<file path="config.mk">
export PLATFORM = sky130hd
export DESIGN_NAME = ext_irq_bank
export DESIGN_NICKNAME = d
export VERILOG_FILES = /design/src/rtl/extint_pkg.sv /design/src/rtl/irq_pin_filter.sv /design/src/rtl/irq_trigger.sv /design/src/rtl/irq_regfile.sv /design/src/rtl/ext_irq_bank.sv
export SDC_FILE = /design/constraint.sdc
export NUM_CORES = 1
export LEC_CHECK = 0
export BUFFER_PORTS_ARGS = -buffer_cell sky130_fd_sc_hd__buf_2
export CELL_PAD_IN_SITES_DETAIL_PLACEMENT = 0
export CELL_PAD_IN_SITES_GLOBAL_PLACEMENT = 1
export CORE_MARGIN = 2
export CORE_UTILIZATION = 42
export CTS_CLUSTER_DIAMETER = 100
export DETAILED_ROUTE_END_ITERATION = 10
export HOLD_SLACK_MARGIN = 0.02
export PLACE_DENSITY = 0.75
export SLEW_MARGIN = 10
export SYNTH_ARGS = -nofsm -noshare
export SYNTH_HDL_FRONTEND = slang
export SYNTH_SLANG_ARGS = --single-unit
export TNS_END_PERCENT = 20
</file>
<file path="constraint.sdc">
create_clock -name clk -period 3.02 [get_ports clk]
set_clock_uncertainty 0.1 [all_clocks]
set_input_delay 0 -clock clk [delete_from_list [all_inputs] [get_ports clk]]
set_output_delay 0 -clock clk [all_outputs]
set_load 0.02 [all_outputs]
</file>
<file path="src/rtl/extint_pkg.sv">
// Shared encodings for the external interrupt detector.
// Assumes: 2-bit trigger codes and 2-bit register selects as listed in the brief.
package extint_pkg;

    typedef enum logic [1:0] {
        TRIG_LOW  = 2'b00,
        TRIG_HIGH = 2'b01,
        TRIG_RISE = 2'b10,
        TRIG_FALL = 2'b11
    } trig_e;

    localparam logic [1:0] REG_ENABLE = 2'd0;
    localparam logic [1:0] REG_FLAG   = 2'd1;
    localparam logic [1:0] REG_DETECT = 2'd2;

endpackage

</file>
<file path="src/rtl/irq_pin_filter.sv">
// Brings one asynchronous pin into the clock domain and removes glitches.
// The filtered level changes only after the synchronised value has held
// for FILT_LEN consecutive clocks. Also gives the filtered level of the
// previous clock, which the edge detector compares against.
// Assumes: FILT_LEN >= 1; reset sets every stage to 0.
module irq_pin_filter #(
    parameter int unsigned FILT_LEN = 3
) (
    input  logic clk,
    input  logic rst_n,
    input  logic pin_i,
    output logic filt_o,
    output logic filt_prev_o
);

    logic [1:0]          sync_q;
    logic [FILT_LEN-1:0] hist_q;
    logic                all_hi;
    logic                all_lo;

    // Two-flop synchroniser for the asynchronous pin.
    always_ff @(posedge clk) begin
        if (!rst_n) sync_q <= '0;
        else        sync_q <= {sync_q[0], pin_i};
    end

    generate
        if (FILT_LEN == 1) begin : g_hist_one
            // Single-entry history of the synchronised value.
            always_ff @(posedge clk) begin
                if (!rst_n) hist_q <= '0;
                else        hist_q <= sync_q[1];
            end
        end else begin : g_hist_shift
            // History shift register of the synchronised value.
            always_ff @(posedge clk) begin
                if (!rst_n) hist_q <= '0;
                else        hist_q <= {hist_q[FILT_LEN-2:0], sync_q[1]};
            end
        end
    endgenerate

    assign all_hi = &hist_q;
    assign all_lo = ~|hist_q;

    // Filtered level follows the history only when every sample agrees.
    always_ff @(posedge clk) begin
        if (!rst_n) begin
            filt_o      <= 1'b0;
            filt_prev_o <= 1'b0;
        end else begin
            filt_prev_o <= filt_o;
            if (all_hi)      filt_o <= 1'b1;
            else if (all_lo) filt_o <= 1'b0;
        end
    end

endmodule

</file>
<file path="src/rtl/irq_trigger.sv">
// Decides, for one channel, whether the filtered input shows the event its
// trigger code selects: an active level on this clock, or a transition
// between the previous clock and this one.
// Assumes: filt_i and filt_prev_i come from irq_pin_filter.
module irq_trigger
    import extint_pkg::*;
(
    input  logic [1:0] mode_i,
    input  logic       filt_i,
    input  logic       filt_prev_i,
    output logic       event_o
);

    // Event decode per trigger code.
    always_comb begin
        unique case (trig_e'(mode_i))
            TRIG_LOW:  event_o = ~filt_i;
            TRIG_HIGH: event_o =  filt_i;
            TRIG_RISE: event_o =  filt_i & ~filt_prev_i;
            TRIG_FALL: event_o = ~filt_i &  filt_prev_i;
            default:   event_o = 1'b0;
        endcase
    end

endmodule

</file>
<file path="src/rtl/irq_regfile.sv">
// Software-visible state for all banks: enable, sticky flag and trigger
// select registers. Also drives the per-bank interrupt lines and the
// combinational read port.
// Assumes: one write per cycle; addr[1:0] selects the register and the upper
// address bits select the bank; unmapped addresses read zero.
module irq_regfile
    import extint_pkg::*;
#(
    parameter int unsigned CH_PER_BANK = 8,
    parameter int unsigned NUM_BANKS   = 2,
    localparam int unsigned NUM_CH     = CH_PER_BANK * NUM_BANKS,
    localparam int unsigned DATA_W     = 2 * CH_PER_BANK,
    localparam int unsigned BANK_W     = (NUM_BANKS > 1) ? $clog2(NUM_BANKS) : 1,
    localparam int unsigned ADDR_W     = BANK_W + 2
) (
    input  logic                  clk,
    input  logic                  rst_n,
    input  logic                  bus_wr,
    input  logic [ADDR_W-1:0]     bus_addr,
    input  logic [DATA_W-1:0]     bus_wdata,
    output logic [DATA_W-1:0]     bus_rdata,
    input  logic [NUM_CH-1:0]     event_i,
    output logic [NUM_CH-1:0]     en_o,
    output logic [NUM_CH-1:0]     flag_o,
    output logic [2*NUM_CH-1:0]   mode_o,
    output logic [NUM_BANKS-1:0]  irq_o
);

    logic [BANK_W-1:0] bank_sel;
    logic [1:0]        reg_sel;

    assign bank_sel = bus_addr[ADDR_W-1:2];
    assign reg_sel  = bus_addr[1:0];

    genvar b;
    generate
        for (b = 0; b < NUM_BANKS; b++) begin : g_bank
            logic                   hit;
            logic [CH_PER_BANK-1:0] en_q;
            logic [CH_PER_BANK-1:0] flag_q;
            logic [DATA_W-1:0]      det_q;
            logic [CH_PER_BANK-1:0] clr_mask;

            assign hit      = bus_wr && (bank_sel == BANK_W'(b));
            assign clr_mask = (hit && reg_sel == REG_FLAG) ?
                              ~bus_wdata[CH_PER_BANK-1:0] : '0;

            // Enable and trigger-select registers, written whole.
            always_ff @(posedge clk) begin
                if (!rst_n) begin
                    en_q  <= '0;
                    det_q <= '0;
                end else begin
                    if (hit && reg_sel == REG_ENABLE) en_q  <= bus_wdata[CH_PER_BANK-1:0];
                    if (hit && reg_sel == REG_DETECT) det_q <= bus_wdata;
                end
            end

            // Sticky flags: zeros written clear, new events always win.
            always_ff @(posedge clk) begin
                if (!rst_n) flag_q <= '0;
                else        flag_q <= (flag_q & ~clr_mask) |
                                      event_i[b*CH_PER_BANK +: CH_PER_BANK];
            end

            assign en_o[b*CH_PER_BANK +: CH_PER_BANK]   = en_q;
            assign flag_o[b*CH_PER_BANK +: CH_PER_BANK] = flag_q;
            assign mode_o[b*DATA_W +: DATA_W]           = det_q;
            assign irq_o[b]                             = |(flag_q & en_q);
        end
    endgenerate

    // Combinational read mux over banks and register selects.
    always_comb begin
        bus_rdata = '0;
        for (int i = 0; i < NUM_BANKS; i++) begin
            if (bank_sel == BANK_W'(i)) begin
                unique case (reg_sel)
                    REG_ENABLE: bus_rdata[CH_PER_BANK-1:0] = en_o[i*CH_PER_BANK +: CH_PER_BANK];
                    REG_FLAG:   bus_rdata[CH_PER_BANK-1:0] = flag_o[i*CH_PER_BANK +: CH_PER_BANK];
                    REG_DETECT: bus_rdata                  = mode_o[i*DATA_W +: DATA_W];
                    default:    bus_rdata                  = '0;
                endcase
            end
        end
    end

endmodule

</file>
<file path="src/rtl/ext_irq_bank.sv">
// Top of the external interrupt detector: one filter and one trigger
// detector per channel feeding a shared register file that holds the
// enables, sticky flags and trigger codes and drives one line per bank.
// Assumes: pins are asynchronous; bus signals are synchronous to clk.
module ext_irq_bank #(
    parameter int unsigned CH_PER_BANK = 8,
    parameter int unsigned NUM_BANKS   = 2,
    parameter int unsigned FILT_LEN    = 3,
    localparam int unsigned NUM_CH     = CH_PER_BANK * NUM_BANKS,
    localparam int unsigned DATA_W     = 2 * CH_PER_BANK,
    localparam int unsigned BANK_W     = (NUM_BANKS > 1) ? $clog2(NUM_BANKS) : 1,
    localparam int unsigned ADDR_W     = BANK_W + 2
) (
    input  logic                 clk,
    input  logic                 rst_n,
    input  logic [NUM_CH-1:0]    pin_in,
    input  logic                 bus_wr,
    input  logic [ADDR_W-1:0]    bus_addr,
    input  logic [DATA_W-1:0]    bus_wdata,
    output logic [DATA_W-1:0]    bus_rdata,
    output logic [NUM_BANKS-1:0] irq_out
);

    logic [NUM_CH-1:0]   filt;
    logic [NUM_CH-1:0]   filt_prev;
    logic [NUM_CH-1:0]   evt;
    logic [NUM_CH-1:0]   en_vec;
    logic [NUM_CH-1:0]   flag_vec;
    logic [2*NUM_CH-1:0] mode_vec;

    genvar c;
    generate
        for (c = 0; c < NUM_CH; c++) begin : g_ch
            irq_pin_filter #(.FILT_LEN(FILT_LEN)) u_filt (
                .clk         (clk),
                .rst_n       (rst_n),
                .pin_i       (pin_in[c]),
                .filt_o      (filt[c]),
                .filt_prev_o (filt_prev[c])
            );

            irq_trigger u_trig (
                .mode_i      (mode_vec[2*c +: 2]),
                .filt_i      (filt[c]),
                .filt_prev_i (filt_prev[c]),
                .event_o     (evt[c])
            );
        end
    endgenerate

    irq_regfile #(
        .CH_PER_BANK (CH_PER_BANK),
        .NUM_BANKS   (NUM_BANKS)
    ) u_regs (
        .clk       (clk),
        .rst_n     (rst_n),
        .bus_wr    (bus_wr),
        .bus_addr  (bus_addr),
        .bus_wdata (bus_wdata),
        .bus_rdata (bus_rdata),
        .event_i   (evt),
        .en_o      (en_vec),
        .flag_o    (flag_vec),
        .mode_o    (mode_vec),
        .irq_o     (irq_out)
    );

endmodule

</file>
Word-level counts from Yosys, hierarchy flattened --
Index checks and enable logic that the tools add are counted.
Storage, ports and cells: register bits 176, latch bits 0, memory bits (writable) 0, bits in read-only memories 0, input bits 38, output and inout bits 18, logic and storage cells 326, memories 0
Cells by class: $add $sub $neg 0, multiply operators 0, divide/modulo/power cells 0, $lt $le $gt $ge 0, equality and inequality tests 66, shift operators 0, mux-type cells 56, bitwise gates (word level) 74, reduce and logical (&&, ||, !) cells 60
Operators by type and width (count):
- == test 2 bit (second input constant) | 33
- case mux 1 bit (4 select lines) | 16
- case mux 8 bit (3 select lines) | 2
- AND reduction 3 bit | 16
- OR reduction 3 bit | 16
- == test 2 x 1 -> 1 bit (second input constant) | 17
- zero test 2 bit | 17
- NOT 1 bit | 33
- bitwise AND 1 bit | 32
- bitwise AND 8 bit | 4
- two-way mux 1 bit | 32
- two-way mux 16 bit | 2
- inequality test 2 x 1 -> 1 bit (second input constant) | 16
- two-way mux 8 bit | 3
- NOT 8 bit | 3
- OR 8 bit | 2
- case mux 8 bit (2 select lines) | 1
- OR reduction 8 bit | 2
- logical AND 1 bit | 8
- OR reduction 2 bit | 1

Logic depth before layout (Yosys ltp) --
Gate-level depths: netlist of the first run.
word-level depth 7, mapped depth 6, mapped depth without buffers 3

By module --
Synthesis of the first run repeated with hierarchy kept, for this count alone.
Second synthesis, totals: cell total of the unflattened synthesis 733, area, all modules 7046.8 µm²
Modules (own cells, without submodules):
- irq_pin_filter | times used 16, cells each 17, area each 202.7 µm², sequential area each 140.1 µm²
- irq_regfile | times used 1, cells each 381, area each 3183.1 µm², sequential area each 1281.2 µm²
- irq_trigger | times used 16, cells each 5, area each 38.8 µm², sequential area each 0.0 µm²

Worst setup path after synthesis of the first run --
Ideal clock, no wire load.
kind register to register, start reg u_regs.g_bank[1].det_q[1], end reg u_regs.g_bank[1].flag_q[0], library setup time 76 ps, arrival 1054 ps, required time 2844 ps, slack 1790 ps, stages on the path, launching flop included 4, buffers on the path 0, period minus slack after synthesis 1230 ps, cells stage by stage dfxtp_1 or3b_1 a32o_1 a21boi_0
Between the ends: longest elaborated chain between the ends 3, elaborated cells between the ends (all ways) 6, those cells by class eq/ne: 3; mux: 1; bitwise: 1; reduce/logical: 1
RTL lines:
- start, declared | RTL line irq_regfile.sv:41 | logic [DATA_W-1:0] det_q;
- start signal, assigned | RTL line irq_regfile.sv:55 | if (hit && reg_sel == REG_DETECT) det_q <= bus_wdata;
- == test 2 bit, or another cell as far along | RTL line irq_trigger.sv:16 | unique case (trig_e'(mode_i))
- case mux 1 bit (4 select lines) (*) | RTL line irq_trigger.sv:16
- OR 8 bit (*) | RTL line irq_regfile.sv:62 | else flag_q <= (flag_q & ~clr_mask) |
- end signal, assigned | RTL line irq_regfile.sv:62
- end, declared | RTL line irq_regfile.sv:40 | logic [CH_PER_BANK-1:0] flag_q;
Mark *: on every way between the ends. The rest lies on a longest branch, timed or not. A chain may end at the register's enable or synchronous reset.

Final worst setup path of the first run --
start in bus_addr[1], end out bus_rdata[5]
Between the ends: longest elaborated chain between the ends 4, elaborated cells between the ends (all ways) 7, those cells by class eq/ne: 2; mux: 4; reduce/logical: 1
RTL lines:
- start, declared | RTL line ext_irq_bank.sv:18 | input logic [ADDR_W-1:0] bus_addr,
- == test 2 bit, or another cell as far along | RTL line irq_regfile.sv:78 | unique case (reg_sel)
- case mux 8 bit (3 select lines) | RTL line irq_regfile.sv:78
- two-way mux 16 bit | RTL line irq_regfile.sv:77 | if (bank_sel == BANK_W'(i)) begin
- two-way mux 16 bit (*) | RTL line irq_regfile.sv:77
- end, declared | RTL line ext_irq_bank.sv:20 | output logic [DATA_W-1:0] bus_rdata,
Marks and branches as above.

==> results by group, run 1 <==
Status
  • Status: complete, no violations

Worst setup path
  • Critical path startpoint category: input port
  • Crit Path Category: input port to output pin
  • Worst path max stage delay: 0.57 ns
  • Crit-path max FO: 43
  • Slowest cell on crit path: nand2b_1
  • Worst path required time: 2.92 ns
  • Element type at the critical path end: output pin
  • CP cell instances: buf_2 > nand2b_1 > o221ai_1 > o211a_1 > buf_2
  • Crit path arrival time: 1.88 ns
  • Cell mode on critical path: buf_2

Cells and area
  • Fill cell total of the finished layout: 1560
  • Util after Layout: 50.5%
  • Antenna fix cells: 0
  • Area delta synth->final: 18.2%
  • Storage cell area: 0.00352 sq mm
  • Proportion of layout cells with a drive suffix above 1: 12.6%
  • Fin cells: 1035
  • Most common cell after layout, fill and taps aside: dfxtp_1
  • Final net count: 840
  • Multi-input logic area: 0.00325 sq mm
  • Most frequent cells in the layout: 176 x dfxtp_1, 96 x nand2_1, 96 x and2_1

Clocking
  • Root Driver: clkbuf_16
  • Setup bufs post-CTS: 0
  • Reg clk slew, reported paths: 0.06 ns
  • CTS tree: yes
  • CTS buffer count: 17
  • CTS Hold Buffers Added: 34
  • CTS sink cnt: 176
  • Resized Gates After CTS: 0
  • Clock Path Buffers: 2
  • CTS H-Tree Depth: 4
  • Clk Latency, worst-skew pair: 0.43 ns

Route
  • Via/cell ratio: 5.12
  • Antenna-violating nets left: 0
  • DR WL/cell: 14.8 um
  • Drt first pass iters: 4
  • First DRT Iteration DRCs: 308
  • DRC Markers: 0
  • Vias post-DR: 5303
  • Post-Route WL: 15.3 mm

Floorplanning
  • Die Width: 134 um
  • # IOs: 56
  • Die height: 134 um
  • Initial Util: 42.7%
  • Rows: 47
  • Die area: 0.0179 sq mm
  • Core Region: 0.0165 sq mm

STA
  • Fmax: 0.505 GHz
  • Fin. Hold Viols: 0
  • Max Transition Viols Final: 0
  • Slew HR: 44.3%
  • Final worst path period need: 1.98 ns
  • Finish-stage setup viols: 0
  • Unrepaired setup endpoints after global routing: false
  • Part of the cycle the worst path needs: 65.6%
  • Worst-margin pin slew: 0.835 ns
  • Setup TNS: 0 ns

GRT
  • Largest net degree at the start of global routing: 102
  • Grt ovf: 0
  • Global-route wire length before repair: 24.9 mm
  • Total track usage: 17.9%
  • Initial antenna violation count: 0
  • Vias in the first global route: 4949

Yosys
  • Yosys warns: 0
  • Syn Inst Count: 733
  • Area contributors post-synth: dfxtp_1 50%, and2_1 8.5%, nand2_1 5.1%
  • Sequential share of the synthesized area: 49.9%
  • Area leader, netlist: dfxtp_1
  • Synth Flop Type: dfxtp_1
  • Post-synth ARST share: 0%
  • Mapped cell area: 0.00706 sq mm
  • Seq cells post-synth: 176
  • Average size of a mapped cell: 9.63 sq um
  • Synth top area share: 49.9%
  • Number of synthesized flops with an enable pin: 0
  • Net count after synthesis: 771
  • Cell variety after synth: 41

Place
  • Placed Cells: 969
  • HPWL after DPL: 10.3 mm
  • Port Buffer Count: 55
  • Routability cong.: 0.826

Pwr
  • Net Switching: 1.11 mW
  • Internal power consumption: 3.82 mW
  • Sw frac: 22.5%
  • Combinational share of power: 6.3%
  • Total power: 4.93 mW
  • Pwr/cell area: 591 mW/mm^2
  • Leak: 3.32 nW
  • Worst vdd ir: 0.406 mV
  • Clock share of power: 44.7%
  • Sequential Power Share: 49.1%

Hold path
  • Hold Crit Class: input port to register

Job
  • Max Cap Viol: 0
## cells in the mapped netlist (all sizes together), types with 7 or more instances
library cell and number:
dfxtp 176, and2 96, nand2 96, a21boi 72, o21ai 40, mux2i 24, clkbuf 21, buf 20
a21o 16, nor2 16, inv 15, nor2b 13, nand2b 12, a32o 11, nand3b 11, o21ba 11
and3b 10, a21oi 8, a22oi 8, nor3 8, o211a 8, o221ai 7
## critical path: cells and delay by family
family	cells	cell delay, ns
AO/OA/AOI/OAI	2	0.58
AND/OR/NAND/NOR	1	0.57
buffers and inverters	2	0.71
## stage by stage
step,cell area [sq um],hold slack [ns],setup WS (ns)
6_report,8340,0.201,1.04
2_1_floorplan,7060,0.0273,1.79
3_3_place_gp,7410,0.107,1.16
4_1_cts,8340,0.190,1.09
5_1_grt,8340,0.205,0.860
3_5_place_dp,7410,0.108,1.10
## kinds of logic (layout without fill, tap and decap cells)
logic type             count (synthesis)  after routing  synth area share [%]
muxes                                 24             24                  3.40
DFF                                  176            176                  49.9
and+or+nand+nor                      285            285                  22.6
AOI/OAI and AO/OA                    192            192                  20.0
buffers and inverters                 56            138                  4.06
## final timing paths
kind	cells after the start	from	slack [ns]	to
worst max-delay path	5	bus_addr[1]	1.04	bus_rdata[5]
worst max register to register	3	u_regs.g_bank[1].det_q[3]	1.64	u_regs.g_bank[1].flag_q[1]
worst min register to register	1	g_ch[13].u_filt.sync_q[0]	0.33	g_ch[13].u_filt.sync_q[1]
worst min-delay path	3	pin_in[8]	0.20	g_ch[8].u_filt.sync_q[0]
## final cells by class
cell class              count  area share (%)
clock buffers              17            5.10
repair buffers             91            7.74
clock inverters            15            1.99
flip-flops and latches    176            42.2
multi-input cells         501            39.0
well taps                 220            3.30
inverters                  15           0.675
## power groups by stage
stage | Combinational [mW] | Clock (mW) | Sequential (mW)
after floorplan | 0.196 | 0 | 2.46
after global placement | 0.271 | 0 | 2.47
after detailed placement | 0.276 | 0 | 2.47
after CTS | 0.310 | 2.25 | 2.42
after global routing | 0.340 | 2.36 | 2.42
final | 0.309 | 2.20 | 2.42
## state kept, by name (all words and copies together), names as in the netlist
name                     count
u_regs.g_bank.en_q          16
g_ch.u_filt.filt_o          16
g_ch.u_filt.sync_q          32
u_regs.g_bank.flag_q        16
g_ch.u_filt.hist_q          48
g_ch.u_filt.filt_prev_o     16
u_regs.g_bank.det_q         32
## routing by layer
metal	vias to the layer above	track usage [%]	wire length, um
met3	25	3.81	547
met4	0	7.98	355
met5	-	0	0
met2	102	28.4	6920
met1	2511	23.7	7520
li1	2665	-	-
No activity file was read; power rests on OpenSTA's default activity.
==> inputs of run 2 (changes only) <==
- ABC_AREA: default -> 1
- PLACE_DENSITY: 0.75 -> 0.8
- clock period: 3.02 -> 1.95 ns (I/O delays scaled with it)
==> run 2 against run 1 <==
Global-route usage rose by 0.88 points. Via count grew 16%. Clock power increased by 60%. Critical path type is now input port to register. Sequential cell count unchanged. Die area rose by 1.4%. Synthesized area grew 1.4%. Highest routed layer unchanged. Total power is 59% higher. Critical path depth grew 1.
==> results by group, run 2 <==
Cells and area
  • Final net count: 1185 (+41%)
  • Largest Register: g_ch.u_filt.hist_q
  • Proportion of layout cells with a drive suffix above 1: 9.40% (-3.2 points)
  • Fill cell total of the finished layout: 1663 (+6.6%)
  • Antenna fix cells: 0 (unchanged)
  • Area delta synth->final: 21.6%
  • Most frequent cells in the layout: 360 x nand2_1, 191 x inv_1, 176 x dfxtp_1
  • Most common cell after layout, fill and taps aside: nand2_1
  • Top flop regs: g_ch.u_filt.hist_q (48), g_ch.u_filt.sync_q (32), u_regs.g_bank.det_q (32)
  • Max reg flops: 48 (unchanged)

Clocking
  • CTS H-Tree Depth: 4 (unchanged)
  • Reg clk slew, reported paths: 0.07 ns (about the same)
  • CTS buffer count: 17 (unchanged)
  • Clk Latency, worst-skew pair: 0.42 ns (about the same)
  • CTS tree: yes
  • CTS sink cnt: 176 (unchanged)
  • Clock Path Buffers: 2 (unchanged)
  • Setup bufs post-CTS: 0 (unchanged)
  • Root Driver: clkbuf_16

Status
  • Status: complete, no violations

Yosys
  • Mapped cell area: 0.00716 sq mm (+1.4%)
  • Sequential share of the synthesized area: 49.2% (-0.71 points)
  • Syn Inst Count: 1052 (+44%)
  • Area leader, netlist: dfxtp_1
  • Synth cell count leaders: 360 x nand2_1, 191 x inv_1, 176 x dfxtp_1
  • Synth top area share: 49.2% (-0.71 points)
  • Seq cells post-synth: 176 (unchanged)
  • Synth Flop Type: dfxtp_1
  • Average size of a mapped cell: 6.81 sq um (-29%)
  • Yosys warns: 0 (unchanged)
  • Number of synthesized flops with an enable pin: 0 (unchanged)
  • Cell with the most instances after synthesis: nand2_1
  • Area contributors post-synth: dfxtp_1 49%, nand2_1 19%, inv_1 10%
  • Cell variety after synth: 21 (-49%)
  • Net count after synthesis: 1090 (+41%)
  • Post-synth ARST share: 0% (unchanged)

Route
  • Post-Route WL: 16.0 mm (+4.6%)
  • First DRT Iteration DRCs: 437 (+42%)
  • Antenna-violating nets left: 0 (unchanged)
  • Via/cell ratio: 4.46 (-13%)
  • Drt first pass iters: 4 (unchanged)
  • Vias post-DR: 6159 (+16%)
  • DR WL/cell: 11.6 um (-22%)
  • DRC Markers: 0 (unchanged)

Worst setup path
  • Crit Path Category: input port to register
  • CP Launch Point: rst_n
  • CP cell instances: dlygate4sd3_1 > buf_8 > o21ai_0 > dlygate4sd3_1 > a21oi_1 > dlygate4sd3_1
  • Critical path startpoint category: input port
  • Worst Reg-to-Reg Cells: 3 (unchanged)
  • Crit-path max FO: 31 (-28%)
  • Buf/Inv on CP: 4 (+2)
  • Worst setup path endpoint: u_regs.g_bank[1].det_q[8]
  • Reg2reg end: u_regs.g_bank[1].det_q[9]
  • CP delay by family, top: buffers and inverters
  • R2R Setup Slk: 0.65 ns (-0.99 ns)
  • Crit path arrival time: 2.12 ns (+0.24 ns)
  • Worst path required time: 2.22 ns (-0.70 ns)
  • Element type at the critical path end: register
  • Cell mode on critical path: dlygate4sd3_1
  • Reg2reg start: u_regs.g_bank[1].det_q[9]
  • Slowest cell on crit path: dlygate4sd3_1
  • WP depth: 6 (+1)
  • Worst path max stage delay: 0.56 ns (about the same)

GRT
  • Global-route wire length before repair: 27.3 mm (+9.6%)
  • Total track usage: 18.8% (+0.88 points)
  • Vias in the first global route: 5612 (+13%)
  • Initial antenna violation count: 0 (unchanged)
  • Grt ovf: 0 (unchanged)
  • Largest net degree at the start of global routing: 57 (-44%)

Pwr
  • Worst vdd ir: 0.589 mV (+45%)
  • Pwr/cell area: 901 mW/mm^2 (+53%)
  • Leak: 4.65 nW (+40%)

STA
  • Slew HR: 59.0% (+15 points)
  • Part of the cycle the worst path needs: 94.9%
  • Setup TNS: 0 ns (unchanged)
  • Fmax: 0.541 GHz
  • Max Transition Viols Final: 0 (unchanged)
  • Worst-margin pin slew: 0.614 ns (-0.221 ns)
  • Final worst path period need: 1.85 ns
  • Fin. Hold Viols: 0 (unchanged)
  • Finish-stage setup viols: 0 (unchanged)
  • Hold slack: 0.0411 ns (-0.160 ns)
  • Unrepaired setup endpoints after global routing: false

Job
  • Max Cap Viol: 0 (unchanged)

Floorplanning
  • Initial Util: 43.0% (+0.31 points)
  • # IOs: 56 (unchanged)
  • Die area: 0.0181 sq mm (+1.4%)
  • Die height: 135 um (+0.69%)
  • Core Region: 0.0166 sq mm (+0.71%)
  • Die Width: 135 um (+0.69%)
  • Rows: 47 (unchanged)

Place
  • Port Buffer Count: 55 (unchanged)
  • Routability cong.: 0.809 (-2.0%)
  • HPWL after DPL: 11.1 mm (+8.5%)

Hold path
  • Hold Crit Class: input port to register
==> run 2: cell types whose count changed in the layout (fill, tap and decap cells not counted), sizes merged, moves of 24 or more <==
cell	change
a21boi	-72
inv	+184
o21ai	+36
and2	-96
a21oi	+64
mux2i	-24
nand2	+266
nor2	+73
==> run 2: area by class of cell <==
type / count / area (sq um) / area share, %
sequential: 176 / 3520 / 40.4
multi-input combinational: 652 / 2770 / 31.8
timing repair buffer: 107 / 801 / 9.19
inverter: 193 / 727 / 8.35
clock buffer: 17 / 425 / 4.88
tap: 220 / 275 / 3.16
clock inverter: 15 / 191 / 2.20
==> run 2: logic make-up (layout without fill, tap and decap cells) <==
kind of cell           Yosys count  in the layout  synth area share (%)
DFF                            176            176                  49.2
buffers and inverters          224            332                  12.1
AOI/OAI and AO/OA              162            162                  11.8
and+or+nand+nor                490            490                  26.8
==> run 2: how the worst min path moves through the flow <==
stage                         start                         to  slack (ns)  cells after the start
after CTS                    bus_wr  u_regs.g_bank[1].det_q[3]        0.02                      4
after detailed placement  pin_in[9]   g_ch[9].u_filt.sync_q[0]        0.08                      3
after global routing         bus_wr  u_regs.g_bank[1].det_q[3]        0.08                      4
after floorplan           pin_in[0]   g_ch[0].u_filt.sync_q[0]      -0.002                      2
after global placement    pin_in[8]   g_ch[8].u_filt.sync_q[0]        0.08                      3
final                        bus_wr  u_regs.g_bank[1].det_q[3]        0.04                      4
==> run 2: routing by layer <==
layer	GRT usage [%]	wire (um)	vias to the layer above
met5	0	0	-
met4	6.26	221	0
met3	3.57	607	18
met2	27.5	6570	122
met1	27.9	8640	2648
li1	-	-	3371
==> run 2: worst register-to-register path, stage by stage, from the launching register on <==
cell           delay [ns]
dfxtp_1              0.37
inv_1                0.09
a21oi_1              0.13
dlygate4sd3_1        0.56
==> run 2: stage by stage <==
stage / setup WS [ns] / area, sq um / instances / power [mW] / utilization [%]
final: 0.100 / 8710 / 1380 / 7.85 / 52.3
after global placement: 0.620 / 7690 / 1308 / 4.33 / 46.2
after CTS: 0.0449 / 8700 / 1380 / 7.93 / 52.3
after detailed placement: 0.493 / 7690 / 1308 / 4.34 / 46.2
after global routing: 0.0225 / 8710 / 1380 / 8.16 / 52.3
after floorplan: 0.955 / 7160 / 1052 / 4.15 / -
==> run 2: what timing repair did <==
item | 4_1_cts | 5_1_grt
setup endpoints to repair | 0 | 1
hold buffers | 40 | 0
resized for setup | 0 | 2
hold endpoints to repair | 96 | 0
==> run 2: power by group <==
| group | internal, mW | switching (mW) |
|---|---|---|
| clock network | 1.96 | 1.57 |
| logic | 0.220 | 0.321 |
| registers | 3.70 | 0.0740 |
